**src/rtl/eic_pkg.sv**
```systemverilog
package eic_pkg;
  localparam int ADDR_W  = 9;
  localparam int DATA_W  = 32;
  localparam int SENSE_W = 6;

  localparam logic [ADDR_W-1:0] OFS_REQ    = 9'h000;
  localparam logic [ADDR_W-1:0] OFS_EN_CLR = 9'h004;
  localparam logic [ADDR_W-1:0] OFS_EN_SET = 9'h008;
  localparam logic [ADDR_W-1:0] OFS_DET    = 9'h100;
  localparam logic [ADDR_W-1:0] OFS_MON    = 9'h104;
  localparam logic [ADDR_W-1:0] OFS_CFG    = 9'h180;

  typedef enum logic [SENSE_W-1:0] {
    SNS_LOW  = 6'h01,
    SNS_HIGH = 6'h02,
    SNS_FALL = 6'h04,
    SNS_RISE = 6'h08,
    SNS_BOTH = 6'h0C
  } sense_e;

  typedef struct packed {
    logic lvl_lo;
    logic lvl_hi;
    logic edg_fall;
    logic edg_rise;
  } sense_sel_t;

  function automatic sense_sel_t sense_decode(input logic [SENSE_W-1:0] f);
    sense_sel_t s;
    s = '0;
    case (f)
      SNS_LOW:  s.lvl_lo   = 1'b1;
      SNS_HIGH: s.lvl_hi   = 1'b1;
      SNS_FALL: s.edg_fall = 1'b1;
      SNS_RISE: s.edg_rise = 1'b1;
      SNS_BOTH: begin
        s.edg_fall = 1'b1;
        s.edg_rise = 1'b1;
      end
      default:  s = '0;
    endcase
    return s;
  endfunction

  function automatic logic [ADDR_W-1:0] cfg_addr(input int ch);
    return OFS_CFG + ADDR_W'(4 * ch);
  endfunction
endpackage

```
**src/rtl/eic_sync.sv**
```systemverilog
module eic_sync #(
  parameter int W = 32
) (
  input  logic         clk,
  input  logic         rst_n,
  input  logic [W-1:0] raw,
  output logic [W-1:0] cur,
  output logic [W-1:0] prv
);
  logic [W-1:0] meta_q, cur_q, prv_q;

  always_ff @(posedge clk or negedge rst_n) begin
    if (!rst_n) begin
      meta_q <= '0;
      cur_q  <= '0;
      prv_q  <= '0;
    end else begin
      meta_q <= raw;
      cur_q  <= meta_q;
      prv_q  <= cur_q;
    end
  end

  assign cur = cur_q;
  assign prv = prv_q;
endmodule

```
**src/rtl/eic_sense.sv**
```systemverilog
module eic_sense
  import eic_pkg::*;
#(
  parameter int NUM_CH = 32
) (
  input  logic [NUM_CH-1:0]         cur,
  input  logic [NUM_CH-1:0]         prv,
  input  logic [NUM_CH*SENSE_W-1:0] cfg_flat,
  output logic [NUM_CH-1:0]         evt
);
  for (genvar c = 0; c < NUM_CH; c++) begin : g_ch
    sense_sel_t sel;
    assign sel = sense_decode(cfg_flat[c*SENSE_W +: SENSE_W]);
    assign evt[c] = (sel.lvl_lo   & ~cur[c])
                  | (sel.lvl_hi   &  cur[c])
                  | (sel.edg_fall &  prv[c] & ~cur[c])
                  | (sel.edg_rise & ~prv[c] &  cur[c]);
  end
endmodule

```
**src/rtl/eic_regs.sv**
```systemverilog
module eic_regs
  import eic_pkg::*;
#(
  parameter int NUM_CH = 32
) (
  input  logic                      clk,
  input  logic                      rst_n,
  input  logic                      bus_wr,
  input  logic                      bus_rd,
  input  logic [ADDR_W-1:0]         bus_addr,
  input  logic [DATA_W-1:0]         bus_wdata,
  output logic [DATA_W-1:0]         bus_rdata,
  input  logic [NUM_CH-1:0]         mon,
  input  logic [NUM_CH-1:0]         evt,
  output logic [NUM_CH*SENSE_W-1:0] cfg_flat,
  output logic [NUM_CH-1:0]         det,
  output logic [NUM_CH-1:0]         en,
  output logic [NUM_CH-1:0]         req
);
  localparam int PAD_W = DATA_W - NUM_CH;

  logic [NUM_CH-1:0] det_q, en_q;
  logic [NUM_CH-1:0] wmask, det_clr, en_set, en_clr;
  logic [DATA_W-1:0] rd_mux, rdata_q;

  assign wmask   = bus_wdata[NUM_CH-1:0];
  assign det_clr = (bus_wr && bus_addr == OFS_DET)    ? wmask : '0;
  assign en_set  = (bus_wr && bus_addr == OFS_EN_SET) ? wmask : '0;
  assign en_clr  = (bus_wr && bus_addr == OFS_EN_CLR) ? wmask : '0;

  always_ff @(posedge clk or negedge rst_n) begin
    if (!rst_n) begin
      det_q <= '0;
      en_q  <= '0;
    end else begin
      det_q <= (det_q & ~det_clr) | evt;
      en_q  <= (en_q | en_set) & ~en_clr;
    end
  end

  for (genvar c = 0; c < NUM_CH; c++) begin : g_cfg
    logic [SENSE_W-1:0] fld_q;
    always_ff @(posedge clk or negedge rst_n) begin
      if (!rst_n) fld_q <= '0;
      else if (bus_wr && bus_addr == cfg_addr(c)) fld_q <= bus_wdata[SENSE_W-1:0];
    end
    assign cfg_flat[c*SENSE_W +: SENSE_W] = fld_q;
  end

  function automatic logic [DATA_W-1:0] widen(input logic [NUM_CH-1:0] v);
    logic [DATA_W-1:0] r;
    r = '0;
    r[NUM_CH-1:0] = v;
    return r;
  endfunction

  always_comb begin
    rd_mux = '0;
    case (bus_addr)
      OFS_REQ:    rd_mux = widen(det_q & en_q);
      OFS_EN_CLR: rd_mux = widen(en_q);
      OFS_DET:    rd_mux = widen(det_q);
      OFS_MON:    rd_mux = widen(mon);
      default: begin
        for (int c = 0; c < NUM_CH; c++) begin
          if (bus_addr == cfg_addr(c))
            rd_mux[SENSE_W-1:0] = cfg_flat[c*SENSE_W +: SENSE_W];
        end
      end
    endcase
  end

  always_ff @(posedge clk or negedge rst_n) begin
    if (!rst_n)      rdata_q <= '0;
    else if (bus_rd) rdata_q <= rd_mux;
  end

  if (PAD_W < 0) begin : g_bad_width
    initial $error("NUM_CH exceeds data width");
  end

  assign bus_rdata = rdata_q;
  assign det = det_q;
  assign en  = en_q;
  assign req = det_q & en_q;
endmodule

```
**src/rtl/ext_irq_ctrl.sv**
```systemverilog
module ext_irq_ctrl
  import eic_pkg::*;
#(
  parameter int NUM_CH = 32
) (
  input  logic              clk,
  input  logic              rst_n,
  input  logic              bus_wr,
  input  logic              bus_rd,
  input  logic [8:0]        bus_addr,
  input  logic [31:0]       bus_wdata,
  output logic [31:0]       bus_rdata,
  input  logic [NUM_CH-1:0] pin_in,
  output logic [NUM_CH-1:0] irq_out
);
  logic [NUM_CH-1:0]         cur_w, prv_w, evt_w, det_w, en_w;
  logic [NUM_CH*SENSE_W-1:0] cfg_w;

  eic_sync #(.W(NUM_CH)) u_sync (
    .clk(clk), .rst_n(rst_n), .raw(pin_in), .cur(cur_w), .prv(prv_w)
  );

  eic_sense #(.NUM_CH(NUM_CH)) u_sense (
    .cur(cur_w), .prv(prv_w), .cfg_flat(cfg_w), .evt(evt_w)
  );

  eic_regs #(.NUM_CH(NUM_CH)) u_regs (
    .clk(clk), .rst_n(rst_n), .bus_wr(bus_wr), .bus_rd(bus_rd),
    .bus_addr(bus_addr), .bus_wdata(bus_wdata), .bus_rdata(bus_rdata),
    .mon(cur_w), .evt(evt_w), .cfg_flat(cfg_w), .det(det_w), .en(en_w),
    .req(irq_out)
  );
endmodule

```
**config.mk**
```make
export PLATFORM = sky130hd
export DESIGN_NAME = ext_irq_ctrl
export DESIGN_NICKNAME = d
export VERILOG_FILES = /design/src/rtl/eic_pkg.sv /design/src/rtl/eic_sync.sv /design/src/rtl/eic_sense.sv /design/src/rtl/eic_regs.sv /design/src/rtl/ext_irq_ctrl.sv
export SDC_FILE = /design/constraint.sdc
export NUM_CORES = 1
export LEC_CHECK = 0
export BUFFER_PORTS_ARGS = -buffer_cell sky130_fd_sc_hd__buf_2
export CAP_MARGIN = 0
export CORE_MARGIN = 1.5
export CORE_UTILIZATION = 40
export DETAILED_ROUTE_END_ITERATION = 8
export PLACE_DENSITY = 0.57
export SYNTH_ARGS = -nofsm -noshare
export SYNTH_HDL_FRONTEND = slang
export SYNTH_SLANG_ARGS = --single-unit
export TNS_END_PERCENT = 50
```
**constraint.sdc**
```tcl
create_clock -name clk -period 2.3 [get_ports clk]
set_clock_uncertainty 0.1 [all_clocks]
set_input_delay 0 -clock clk [delete_from_list [all_inputs] [get_ports clk]]
set_output_delay 0 -clock clk [all_outputs]
set_load 0.02 [all_outputs]
```
==> out/qor.txt, run 1 <==
CTS tree = yes
Worst skew pair latency = 0.57 ns
DP Area = 20300 µm²
Layout Utilization = 0.522
Die width = 214 µm
Post-synth top area share = 0.542
Crit path from = u_regs.g_cfg[3].fld_q[3]
Fmax = 0.453 GHz
Post-layout min period = 2.21 ns
Commonest non-fill, non-tap cell in the layout = dfrtp_1
Initial Util = 0.408
Worst-case reg-to-reg path depth = 7
Post-synth top flop = dfrtp_1
Final Setup Violations = 0
Synth Area in Adders = 0
Maxcap violations = 0
HP Class = input port to register
Die ar. = 45600 µm²
Half-perimeter wire length after placement = 42.3 mm
Cell taking the most area after synthesis = dfrtp_1
PD cells = 679 nW/µm²
Via/cell ratio = 5.79
Simple-Gate Fraction of Synth Area = 0.109
WS Path Type = register to register
Worst Hold End = u_regs.en[9]
Critical Path RT = 2.62 ns
Mapped cell area = 17700 µm²
Io pins = 141
Hold slack = 0.0624 ns
Final ANT Viol Nets = 0
Rows = 76
Tcrit/Tclk final = 0.959
Final Power = 0.0154 W
Top cells by area, synth = dfrtp_1 (54%), mux2_2 (12%), a21oi_1 (6.9%), nand2_1 (2.3%), nor2_1 (2.1%)
Routed WL = 59.4 mm
Hold Path Origin = bus_wdata[9]
Crit Path Max Fanout = 2
Clock slew at reported path FFs = 0.06 ns
Clock tree sinks = 384
Fin area = 22700 µm²
Syn Nets = 1713
PnR worst setup slack = 0.0933 ns
Via count = 15100
Status = complete, no violations
EDFF count, synth = 0
Multiplexer share of the synthesized area = 0.135
Starting DRT DRC Count = 1408
Seq cells post-synth = 384
Hold Path Depth = 3
Pre-CTS WS = -0.0998 ns
CTS Buf Count = 43
Root Driver = clkbuf_16
Total GRT Usage = 0.264
Largest family of logic cells by synthesized area = compound AO/OA/AOI/OAI gates
Mapped Cells = 1636
Vias in the first global route = 15200
Grt ovf = 0
CP endpoint kind = register
Reg2reg start = u_regs.g_cfg[3].fld_q[3]
Initial antenna violation count = 1
Post-synthesis sequential area ratio = 0.542
Core area = 43500 µm²
Worst reg-to-reg setup slack = 0.09 ns
Slew margin rel. = 0.494
Post-Syn Area per Cell = 10.8 µm²
P_leak = 11.0 nW
RSZ-0062 raised after global routing = no
Ys async rst share = 1.00
Critical path arrival = 2.53 ns
First-pass GRT wire length = 90.9 mm
Largest net degree at the start of global routing = 97
Worst-case clock buffer depth = 3
Worst slew pin tran = 0.749 ns
H-tree depth = 2
Input/output buffers = 140
TritonRoute pass-1 iters = 5
DR WL/cell = 22.8 µm
Max VDD drop = 667 µV
Synth cell types = 63
Post-Synth XOR/XNOR Area = 0
P&R area growth vs syn = 27.9%
Die Span Y = 214 µm
Crit Reg-Reg Endpoint = u_regs.bus_rdata[3]
Final Hold Viols = 0
Critical path launch point type = register
Nets = 2070
GP Congestion = 0.978
Syn. warnings = 0
Leading cell types in the layout, fill and taps excluded = dfrtp_1 (384), a21oi_1 (246), mux2_2 (195)
Antenna cells = 0
Slew Viols, Final = 0
# DRC = 0
Complex-gate fraction of the synthesized area = 0.185
Layout cells sized above 1 = 0.291
power by group:
part	switching, W	total [W]	internal [W]
Combinational	0.000729	0.00128	0.000548
Sequential	0.000248	0.00725	0.00700
Clock	0.00277	0.00689	0.00412
cell families (layout without fill, tap and decap cells):
kind of cell | count (synthesis) | count (layout)
compound gates | 510 | 510
flops | 384 | 384
mux | 211 | 211
buf+inv | 137 | 525
simple gates | 394 | 394
sequential cells by signal (all words and copies together), names as in the netlist:
| register | flops |
|---|---|
| u_regs.g_cfg.fld_q | 192 |
| u_regs.en | 32 |
| u_sync.cur | 32 |
| u_sync.prv | 32 |
| u_regs.bus_rdata | 32 |
| u_regs.det | 32 |
| u_sync.meta_q | 32 |
timing repair:
| item | in CTS | in global routing |
|---|---|---|
| endpoints found under the hold margin | 546 | 0 |
| endpoints found under the setup margin | 0 | 1 |
| resized for setup | 0 | 1 |
| buffers inserted | 0 | 0 |
| hold buffers | 100 | 0 |
metal layers:
layer,track usage,part of all wire
met5,0,0
met4,0.0763,0.022
met3,0.0435,0.068
met2,0.420,0.46
met1,0.372,0.45
worst max path at each step:
stage,endpoint,slack [ns],cells past startpoint
2_1_floorplan,u_regs.bus_rdata[5],0.22,8
3_5_place_dp,u_regs.bus_rdata[3],-0.1,10
3_3_place_gp,u_regs.bus_rdata[5],-0.15,10
5_1_grt,u_regs.bus_rdata[3],0.06,7
6_report,u_regs.bus_rdata[3],0.09,7
4_1_cts,u_regs.bus_rdata[3],0.06,7
stage by stage:
step	instances	setup TNS, ns
floorplan	1636	0
finish	2609	0
global route	2609	0
CTS	2609	0
detailed placement	2433	-0.361
global placement	2433	-0.362
cells in the mapped netlist, types with 6 or more instances:
master      n
dfrtp_1   384
a21oi_1   246
mux2_2    195
nand2_1   109
nor2_1     98
clkbuf_1   78
nor3_1     44
inv_1      38
and2_1     35
nand3_1    35
o21ai_0    34
o22a_1     34
o41ai_1    32
a221oi_1   31
nor2b_1    29
o22ai_1    28
a22oi_1    19
mux2i_1    13
buf_1      11
a21o_1     10
buf_2      10
a211oi_1    9
o211ai_1    9
nand2b_1    8
o32ai_1     7
a31oi_1     6
final cells by class:
cell class | count | area (µm²)
Clock buffer | 66 | 1310
Clock inverter | 10 | 111
Fill cell | 3975 | 20800
Inverter | 38 | 143
Multi-Input combinational cell | 1115 | 7630
Sequential cell | 384 | 9610
Tap cell | 585 | 732
Timing Repair Buffer | 411 | 3170
worst max-delay path, cell delays in order (launching register included):
cell,delay (ns)
dfrtp_1,0.39
mux4_2,0.50
nand2_1,0.10
a221oi_1,0.11
or3_1,0.43
a211oi_2,0.23
buf_4,0.12
o21ai_0,0.08
Power figures use the tool's default switching activity.
==> run 2, diff against run 1 <==
--- a/config.mk
+++ b/config.mk
@@ -5,12 +5,14 @@
 export SDC_FILE = /design/constraint.sdc
 export NUM_CORES = 1
 export LEC_CHECK = 0
+export ABC_AREA = 1
 export BUFFER_PORTS_ARGS = -buffer_cell sky130_fd_sc_hd__buf_2
 export CAP_MARGIN = 0
 export CORE_MARGIN = 1.5
 export CORE_UTILIZATION = 40
 export DETAILED_ROUTE_END_ITERATION = 8
 export PLACE_DENSITY = 0.57
+export RECOVER_POWER = 25
 export SYNTH_ARGS = -nofsm -noshare
 export SYNTH_HDL_FRONTEND = slang
 export SYNTH_SLANG_ARGS = --single-unit
==> run 2 against run 1 <==
The flow now finishes with violations (negative setup slack). Hold slack got worse by 0.019 ns. Clock-buffer cell count fell by 4. Setup slack got worse by 0.37 ns. Total power fell by 1.0%. First-iteration DRC count fell by 0.64%. Global-route usage rose by 0.44 points. Clock power rose by 3.5%. Synthesized cell count rose by 29%. Routed wire length fell by 1.4%. Maximum frequency fell by 14%. Core utilization fell by 0.45 points. Critical endpoint is now u_regs.bus_rdata[0]. Highest routed layer unchanged.
==> out/qor.txt, run 2 <==
Status = finished, violations left
Failing checks = negative setup slack
Largest net degree at the start of global routing = 64 (-34%)
Total GRT Usage = 0.268 (+0.00442)
Syn Nets = 2181 (+27%)
Complex-gate fraction of the synthesized area = 0.175 (-0.00931)
Initial antenna violation count = 1 (unchanged)
Final Hold Viols = 0 (unchanged)
PD cells = 686 nW/µm² (+0.96%)
Pre-CTS WS = -0.337 ns (-0.237 ns)
Post-synth top flop = dfrtp_1
WS Path Type = register to register
P_leak = 10.3 nW (-6.2%)
Maxcap violations = 0 (unchanged)
HP Class = input port to register
Half-perimeter wire length after placement = 40.1 mm (-5.1%)
Biggest register = u_regs.g_cfg.fld_q
Layout cells sized above 1 = 0.153 (-0.138)
Initial Util = 0.405 (-0.00378)
RSZ-0062 raised after global routing = yes
Top cells by area, synth = dfrtp_1 (55%), nand2_1 (12%), o21ai_0 (9.1%), nor2_1 (4.6%), inv_1 (4.5%)
Simple-Gate Fraction of Synth Area = 0.207 (+0.0972)
Hold slack = 0.0439 ns (-0.0185 ns)
Clock tree sinks = 384 (unchanged)
Fmax = 0.388 GHz (-14%)
Worst Hold End = u_regs.en[19]
Setup Fix Bufs, Post-CTS = 0 (unchanged)
Rows = 76 (unchanged)
P&R area growth vs syn = 28.0% (about the same)
Via count = 16100 (+6.8%)
Mapped cell area = 17400 µm² (-2.0%)
First-pass GRT wire length = 91.3 mm (+0.42%)
Post-synth top area share = 0.553 (+0.0111)
Dpl cells = 2896 (+19%)
Core area = 43000 µm² (-1.1%)
Post-Syn Area per Cell = 8.26 µm² (-24%)
Worst slew pin tran = 1.22 ns (+0.467 ns)
Critical Path RT = 2.66 ns (+0.04 ns)
Via/cell ratio = 5.25 (-9.3%)
Io pins = 141 (unchanged)
Routed WL = 58.5 mm (-1.4%)
Crit Path Max Fanout = 2 (unchanged)
Post-synthesis sequential area ratio = 0.553 (+0.0111)
Vias in the first global route = 15900 (+4.9%)
DR WL/cell = 19.0 µm (-16%)
Starting DRT DRC Count = 1399 (-0.64%)
CP endpoint kind = register
Post-Synth XOR/XNOR Area = 0 (unchanged)
Clock slew at reported path FFs = 0.06 ns (about the same)
Antenna cells = 0 (unchanged)
Final ANT Viol Nets = 0 (unchanged)
Input/output buffers = 140 (unchanged)
Largest family of logic cells by synthesized area = simple AND/OR/NAND/NOR gates
Grt ovf = 0 (unchanged)
Fin cells = 3074 (+18%)
Cell taking the most area after synthesis = dfrtp_1
Most frequent cells after synthesis = nand2_1 (558), dfrtp_1 (384), o21ai_0 (316)
Worst reg-to-reg setup slack = -0.28 ns (-0.37 ns)
# DRC = 0 (unchanged)
Die width = 211 µm (-0.99%)
Ys async rst share = 1.00 (unchanged)
PnR worst setup slack = -0.276 ns (-0.370 ns)
Count leader, synth = nand2_1
H-tree depth = 2 (unchanged)
Synth Area in Adders = 0 (unchanged)
Nets = 2533 (+22%)
Synth cell types = 38 (-40%)
TritonRoute pass-1 iters = 5 (unchanged)
Die Span Y = 211 µm (-0.99%)
Tcrit/Tclk final = 1.12 (+0.161)
Mapped Cells = 2104 (+29%)
Post-layout min period = 2.58 ns (+0.370 ns)
Commonest non-fill, non-tap cell in the layout = nand2_1
GP Congestion = 0.928 (-5.1%)
Leading cell types in the layout, fill and taps excluded = nand2_1 (558), dfrtp_1 (384), o21ai_0 (316)
Root Driver = clkbuf_16
Syn. warnings = 0 (unchanged)
Worst-case reg-to-reg path depth = 20 (+13)
Worst-case clock buffer depth = 3 (unchanged)
Filler instances = 4109 (+3.4%)
Critical path arrival = 2.94 ns (+0.41 ns)
Slew Viols, Final = 0 (unchanged)
Max VDD drop = 481 µV (-28%)
Die ar. = 44700 µm² (-2.0%)
Slew margin rel. = 0.189 (-0.305)
Multiplexer share of the synthesized area = 0 (-0.135)
Hold Path Depth = 3 (unchanged)
CTS tree = yes
Crit path from = u_regs.g_cfg[2].fld_q[0]
EDFF count, synth = 0 (unchanged)
Hold Path Origin = bus_wdata[19]
Worst skew pair latency = 0.57 ns (about the same)
Crit Reg-Reg Endpoint = u_regs.bus_rdata[0]
CTS Buf Count = 44 (+2.3%)
Flip-flop count of the largest register after layout = 192 (unchanged)
Critical path launch point type = register
Seq cells post-synth = 384 (unchanged)
Reg2reg start = u_regs.g_cfg[2].fld_q[0]
Final Setup Violations = 6 (+6)
[run 2: timing repair]
item	CTS	global route
pin swaps	0	1
hold buffers	99	0
hold endpoints to repair	580	0
setup endpoints to repair	6	6
gates resized for setup	3	8
[run 2: critical path, stage by stage (launching register included)]
cell	delay, ns
dfrtp_1	0.38
inv_1	0.11
nor2_1	0.06
nor2_1	0.13
nand4_1	0.11
nand2_1	0.10
nand3_1	0.08
nand2_1	0.08
nand4_1	0.08
nor2_1	0.13
nand4_1	0.14
nor2_1	0.16
nand4_1	0.12
nor2_2	0.11
nand4_1	0.16
nand2_1	0.11
nand3_2	0.07
nand2_1	0.06
nand4_1	0.07
nand2_1	0.07
nand2_1	0.05
[run 2: final cells by class]
cell class,instances,area [µm²],area share
sequential,384,9610,0.432
multi-input combinational,1419,6660,0.299
timing repair buffer,390,2990,0.134
clock buffer,62,1280,0.0576
inverter,217,815,0.0366
tap,585,732,0.0329
clock inverter,17,174,0.00781
[run 2: how the worst max path moves through the flow]
stage                                endpoint  slack (ns)  depth (start not counted)
after floorplan           u_regs.bus_rdata[4]        0.34                         23
after global placement    u_regs.bus_rdata[0]       -0.27                         24
after detailed placement  u_regs.bus_rdata[0]       -0.34                         24
after CTS                 u_regs.bus_rdata[0]       -0.19                         20
after global routing      u_regs.bus_rdata[4]       -0.47                         20
final                     u_regs.bus_rdata[0]       -0.28                         20
[run 2: logic make-up (layout without fill, tap and decap cells)]
group           Yosys count  after routing
flops                   384            384
simple gates            886            886
compound gates          533            533
buf+inv                 301            686
[run 2: per-stage QoR]
stage	total power, W	util	area (µm²)	TNS (ns)
final	0.0153	0.518	22300	-0.950
after global routing	0.0158	0.518	22300	-2.26
after CTS	0.0154	0.519	22300	-0.808
after detailed placement	0.00814	0.461	19800	-1.58
after global placement	0.00811	0.461	19800	-1.14
after floorplan	0.00756	-	17400	0
[run 2: layer usage]
layer | global-route usage | up-vias | part of all wire
met5 | 0 | - | 0
met4 | 0.128 | 0 | 0.044
met3 | 0.0405 | 117 | 0.066
met2 | 0.415 | 581 | 0.44
met1 | 0.370 | 7806 | 0.45
li1 | - | 7636 | -
[run 2: where the power goes]
group | leakage, nW | switching, W | internal (W)
logic | 4.71 | 0.000625 | 0.000397
clock network | 0.724 | 0.00291 | 0.00422
registers | 4.87 | 0.000166 | 0.00695
total | 10.3 | 0.00370 | 0.0116
==> run 3, diff against run 2 <==
--- a/config.mk
+++ b/config.mk
@@ -8,7 +8,7 @@
 export ABC_AREA = 1
 export BUFFER_PORTS_ARGS = -buffer_cell sky130_fd_sc_hd__buf_2
 export CAP_MARGIN = 0
-export CORE_MARGIN = 1.5
+export CORE_ASPECT_RATIO = 2
 export CORE_UTILIZATION = 40
 export DETAILED_ROUTE_END_ITERATION = 8
 export PLACE_DENSITY = 0.57
==> run 3 against run 2 <==
The flow still finishes with violations (negative setup slack). Combinational power hardly changed. Final cell count decreased by 1.8%. Total power down 5.2%. Hold slack lost 0.043 ns. Die area shrank 0.83%. Sequential power hardly changed. Register-to-register slack barely moved. Cell area down 1.5%. Sequential cell count did not move.
==> out/qor.txt, run 3 (same netlist as run 2, synthesis figures left out) <==
Input/output buffers = 140 (unchanged)
Slew Viols, Final = 0 (unchanged)
Worst reg-to-reg setup slack = -0.29 ns (about the same)
Maxcap violations = 0 (unchanged)
DR WL/cell = 20.8 µm (+9.4%)
Reg power frac = 0.492 (+0.026)
Clock power share = 0.438 (-0.029)
Delay-heaviest family, CP = simple AND/OR/NAND/NOR gates
P&R area growth vs syn = 26.1%
Post-layout min period = 2.59 ns (+0.0118 ns)
GP Congestion = 1.00 (+7.9%)
CP endpoint kind = register
CTS Buf Count = 38 (-14%)
Initial antenna violation count = 1 (unchanged)
DP Area = 19800 µm² (about the same)
WS Path Type = register to register
Commonest non-fill, non-tap cell in the layout = nand2_1
P_leak = 10.2 nW (-0.95%)
Half-perimeter wire length after placement = 45.5 mm (+13%)
Vias in the first global route = 16500 (+3.7%)
Max incr delay on CP = 0.39 ns (about the same)
Starting DRT DRC Count = 1036 (-26%)
Setup Fix Bufs, Post-CTS = 0 (unchanged)
Reg2reg start = u_regs.g_cfg[0].fld_q[5]
TritonRoute pass-1 iters = 6 (+1)
Initial Util = 0.407 (+0.00260)
Die width = 149 µm (-29%)
Worst-case reg-to-reg path depth = 20 (unchanged)
Hold Path Depth = 2 (-1)
H-tree depth = 2 (unchanged)
Routed WL = 62.9 mm (+7.5%)
PnR worst setup slack = -0.288 ns (-0.0118 ns)
Final Setup Violations = 6 (unchanged)
Critical path arrival = 2.92 ns (-0.02 ns)
Total GRT Usage = 0.292 (+0.0235)
WP buf/inv = 0 (-1)
Final ANT Viol Nets = 0 (unchanged)
Slew margin rel. = 0.0418 (-0.148)
Critical Path RT = 2.64 ns (-0.02 ns)
Antenna cells = 0 (unchanged)
Largest net degree at the start of global routing = 64 (unchanged)
Max VDD drop = 494 µV (+2.7%)
Worst skew pair latency = 0.55 ns (-0.02 ns)
Via count = 16000 (-0.77%)
Biggest register = u_regs.g_cfg.fld_q
Flip-flop count of the largest register after layout = 192 (unchanged)
Via/cell ratio = 5.30 (+1.0%)
Die ar. = 44400 µm² (-0.83%)
Int Power = 0.0109 W (-5.4%)
Status = finished, violations left
Crit Path Max Fanout = 2 (unchanged)
Crit Reg-Reg Endpoint = u_regs.bus_rdata[5]
Worst Hold End = u_sync.meta_q[3]
Critical path launch point type = register
Fmax = 0.386 GHz (-0.46%)
Final Hold Viols = 0 (unchanged)
Nets = 2527 (-0.24%)
Rows = 107 (+41%)
HP Class = input port to register
Layout cells sized above 1 = 0.160 (+0.00652)
Clock tree sinks = 384 (unchanged)
Grt ovf = 0 (unchanged)
Comb pwr share = 0.070 (+0.003)
Sw power = 0.00353 W (-4.5%)
PD cells = 660 nW/µm² (-3.7%)
Tcrit/Tclk final = 1.13 (+0.00513)
Layout Utilization = 0.513 (-0.00444)
Root Driver = clkbuf_16
Crit path cell chain = nand3_1 -> nand2_1 -> nor2_2 -> nand4_1 -> nand2_1 -> nand3_1 -> nand2_1 -> nand4_1 -> nor2_1 -> nand4_1 -> nor2_1 -> nand4_1 -> nand2_2 -> nand4_1 -> nand2_1 -> nand4_1 -> nor2_2 -> nand3_1 -> nand2_1 -> nand2_1
Leading cell types in the layout, fill and taps excluded = nand2_1 (557), dfrtp_1 (384), o21ai_0 (316)
First-pass GRT wire length = 96.6 mm (+5.7%)
Io pins = 141 (unchanged)
Worst-case clock buffer depth = 3 (unchanged)
Die Span Y = 297 µm (+40%)
Failing checks = negative setup slack
Core area = 42700 µm² (-0.64%)
Hold Path Origin = pin_in[3]
Fin area = 21900 µm² (-1.5%)
RSZ-0062 raised after global routing = yes
Clock slew at reported path FFs = 0.07 ns (about the same)
Worst slew pin tran = 1.44 ns (+0.222 ns)
Slowest CP cell = dfrtp_1
# DRC = 0 (unchanged)
CTS tree = yes
Net Sw Frac = 0.244 (+0.00167)
run 3: cell count changes in the layout (fill, tap and decap cells not counted), moves of 2 or more:
cell	previous run	this run
buf_4	129	147
dlygate4sd3_1	99	86
clkbuf_1	17	9
buf_12	15	10
buf_2	134	139
clkbuf_16	46	41
clkinv_2	12	7
inv_1	211	208
inv_2	3	6
nor2_1	204	201
bufinv_16	3	1
clkbuf_2	4	2
clkbuf_4	1	3
nor2_2	15	17
run 3: power groups by stage:
stage | logic [W] | registers [W] | clock network [W]
3_5_place_dp | 0.000916 | 0.00725 | 0
5_1_grt | 0.00113 | 0.00714 | 0.00669
6_report | 0.00102 | 0.00713 | 0.00634
3_3_place_gp | 0.000897 | 0.00724 | 0
2_1_floorplan | 0.000379 | 0.00719 | 0
4_1_cts | 0.00104 | 0.00712 | 0.00645
run 3: cell type report:
type	instances	area [µm²]
clock buffer	55	1160
clock inverter	10	82.6
fill	4079	20800
inverter	217	815
multi-input combinational	1419	6680
sequential	384	9610
tap	545	682
timing repair buffer	390	2900
run 3: timing repair:
item / in CTS / in global routing
setup endpoints to repair: 6 / 6
endpoints found under the hold margin: 523 / 0
hold buffers: 87 / 0
cloned: 0 / 0
pin swaps: 2 / 2
resized for setup: 8 / 4
run 3: per-stage QoR:
| stage | setup slack, ns | total power (W) | cells | TNS (ns) | hold slack [ns] |
|---|---|---|---|---|---|
| floorplan | 0.343 | 0.00756 | 2104 | 0 | -0.396 |
| global route | -0.470 | 0.0150 | 3020 | -2.36 | 0.00725 |
| detailed placement | -0.526 | 0.00816 | 2868 | -2.15 | -0.0994 |
| finish | -0.288 | 0.0145 | 3020 | -1.14 | 0.000462 |
| global placement | -0.465 | 0.00814 | 2868 | -1.96 | -0.105 |
| CTS | -0.294 | 0.0146 | 3020 | -1.15 | 0.000539 |
run 3: how the worst max path moves through the flow:
stage	depth (start not counted)	slack, ns	startpoint	to
after floorplan	23	0.34	bus_addr[8]	u_regs.bus_rdata[4]
after global placement	26	-0.47	bus_addr[6]	u_regs.bus_rdata[5]
after detailed placement	25	-0.53	bus_addr[6]	u_regs.bus_rdata[5]
after CTS	20	-0.29	u_regs.g_cfg[0].fld_q[5]	u_regs.bus_rdata[5]
after global routing	20	-0.47	u_regs.g_cfg[1].fld_q[5]	u_regs.bus_rdata[5]
final	20	-0.29	u_regs.g_cfg[0].fld_q[5]	u_regs.bus_rdata[5]
run 3: metal layers:
metal	vias up	track usage	wire length, µm	share of wire
met2	543	0.518	32500	0.52
met1	7666	0.314	22600	0.36
li1	7606	-	-	-
met3	199	0.0412	3130	0.050
met4	2	0.200	4740	0.075
met5	-	0	12	0.00019
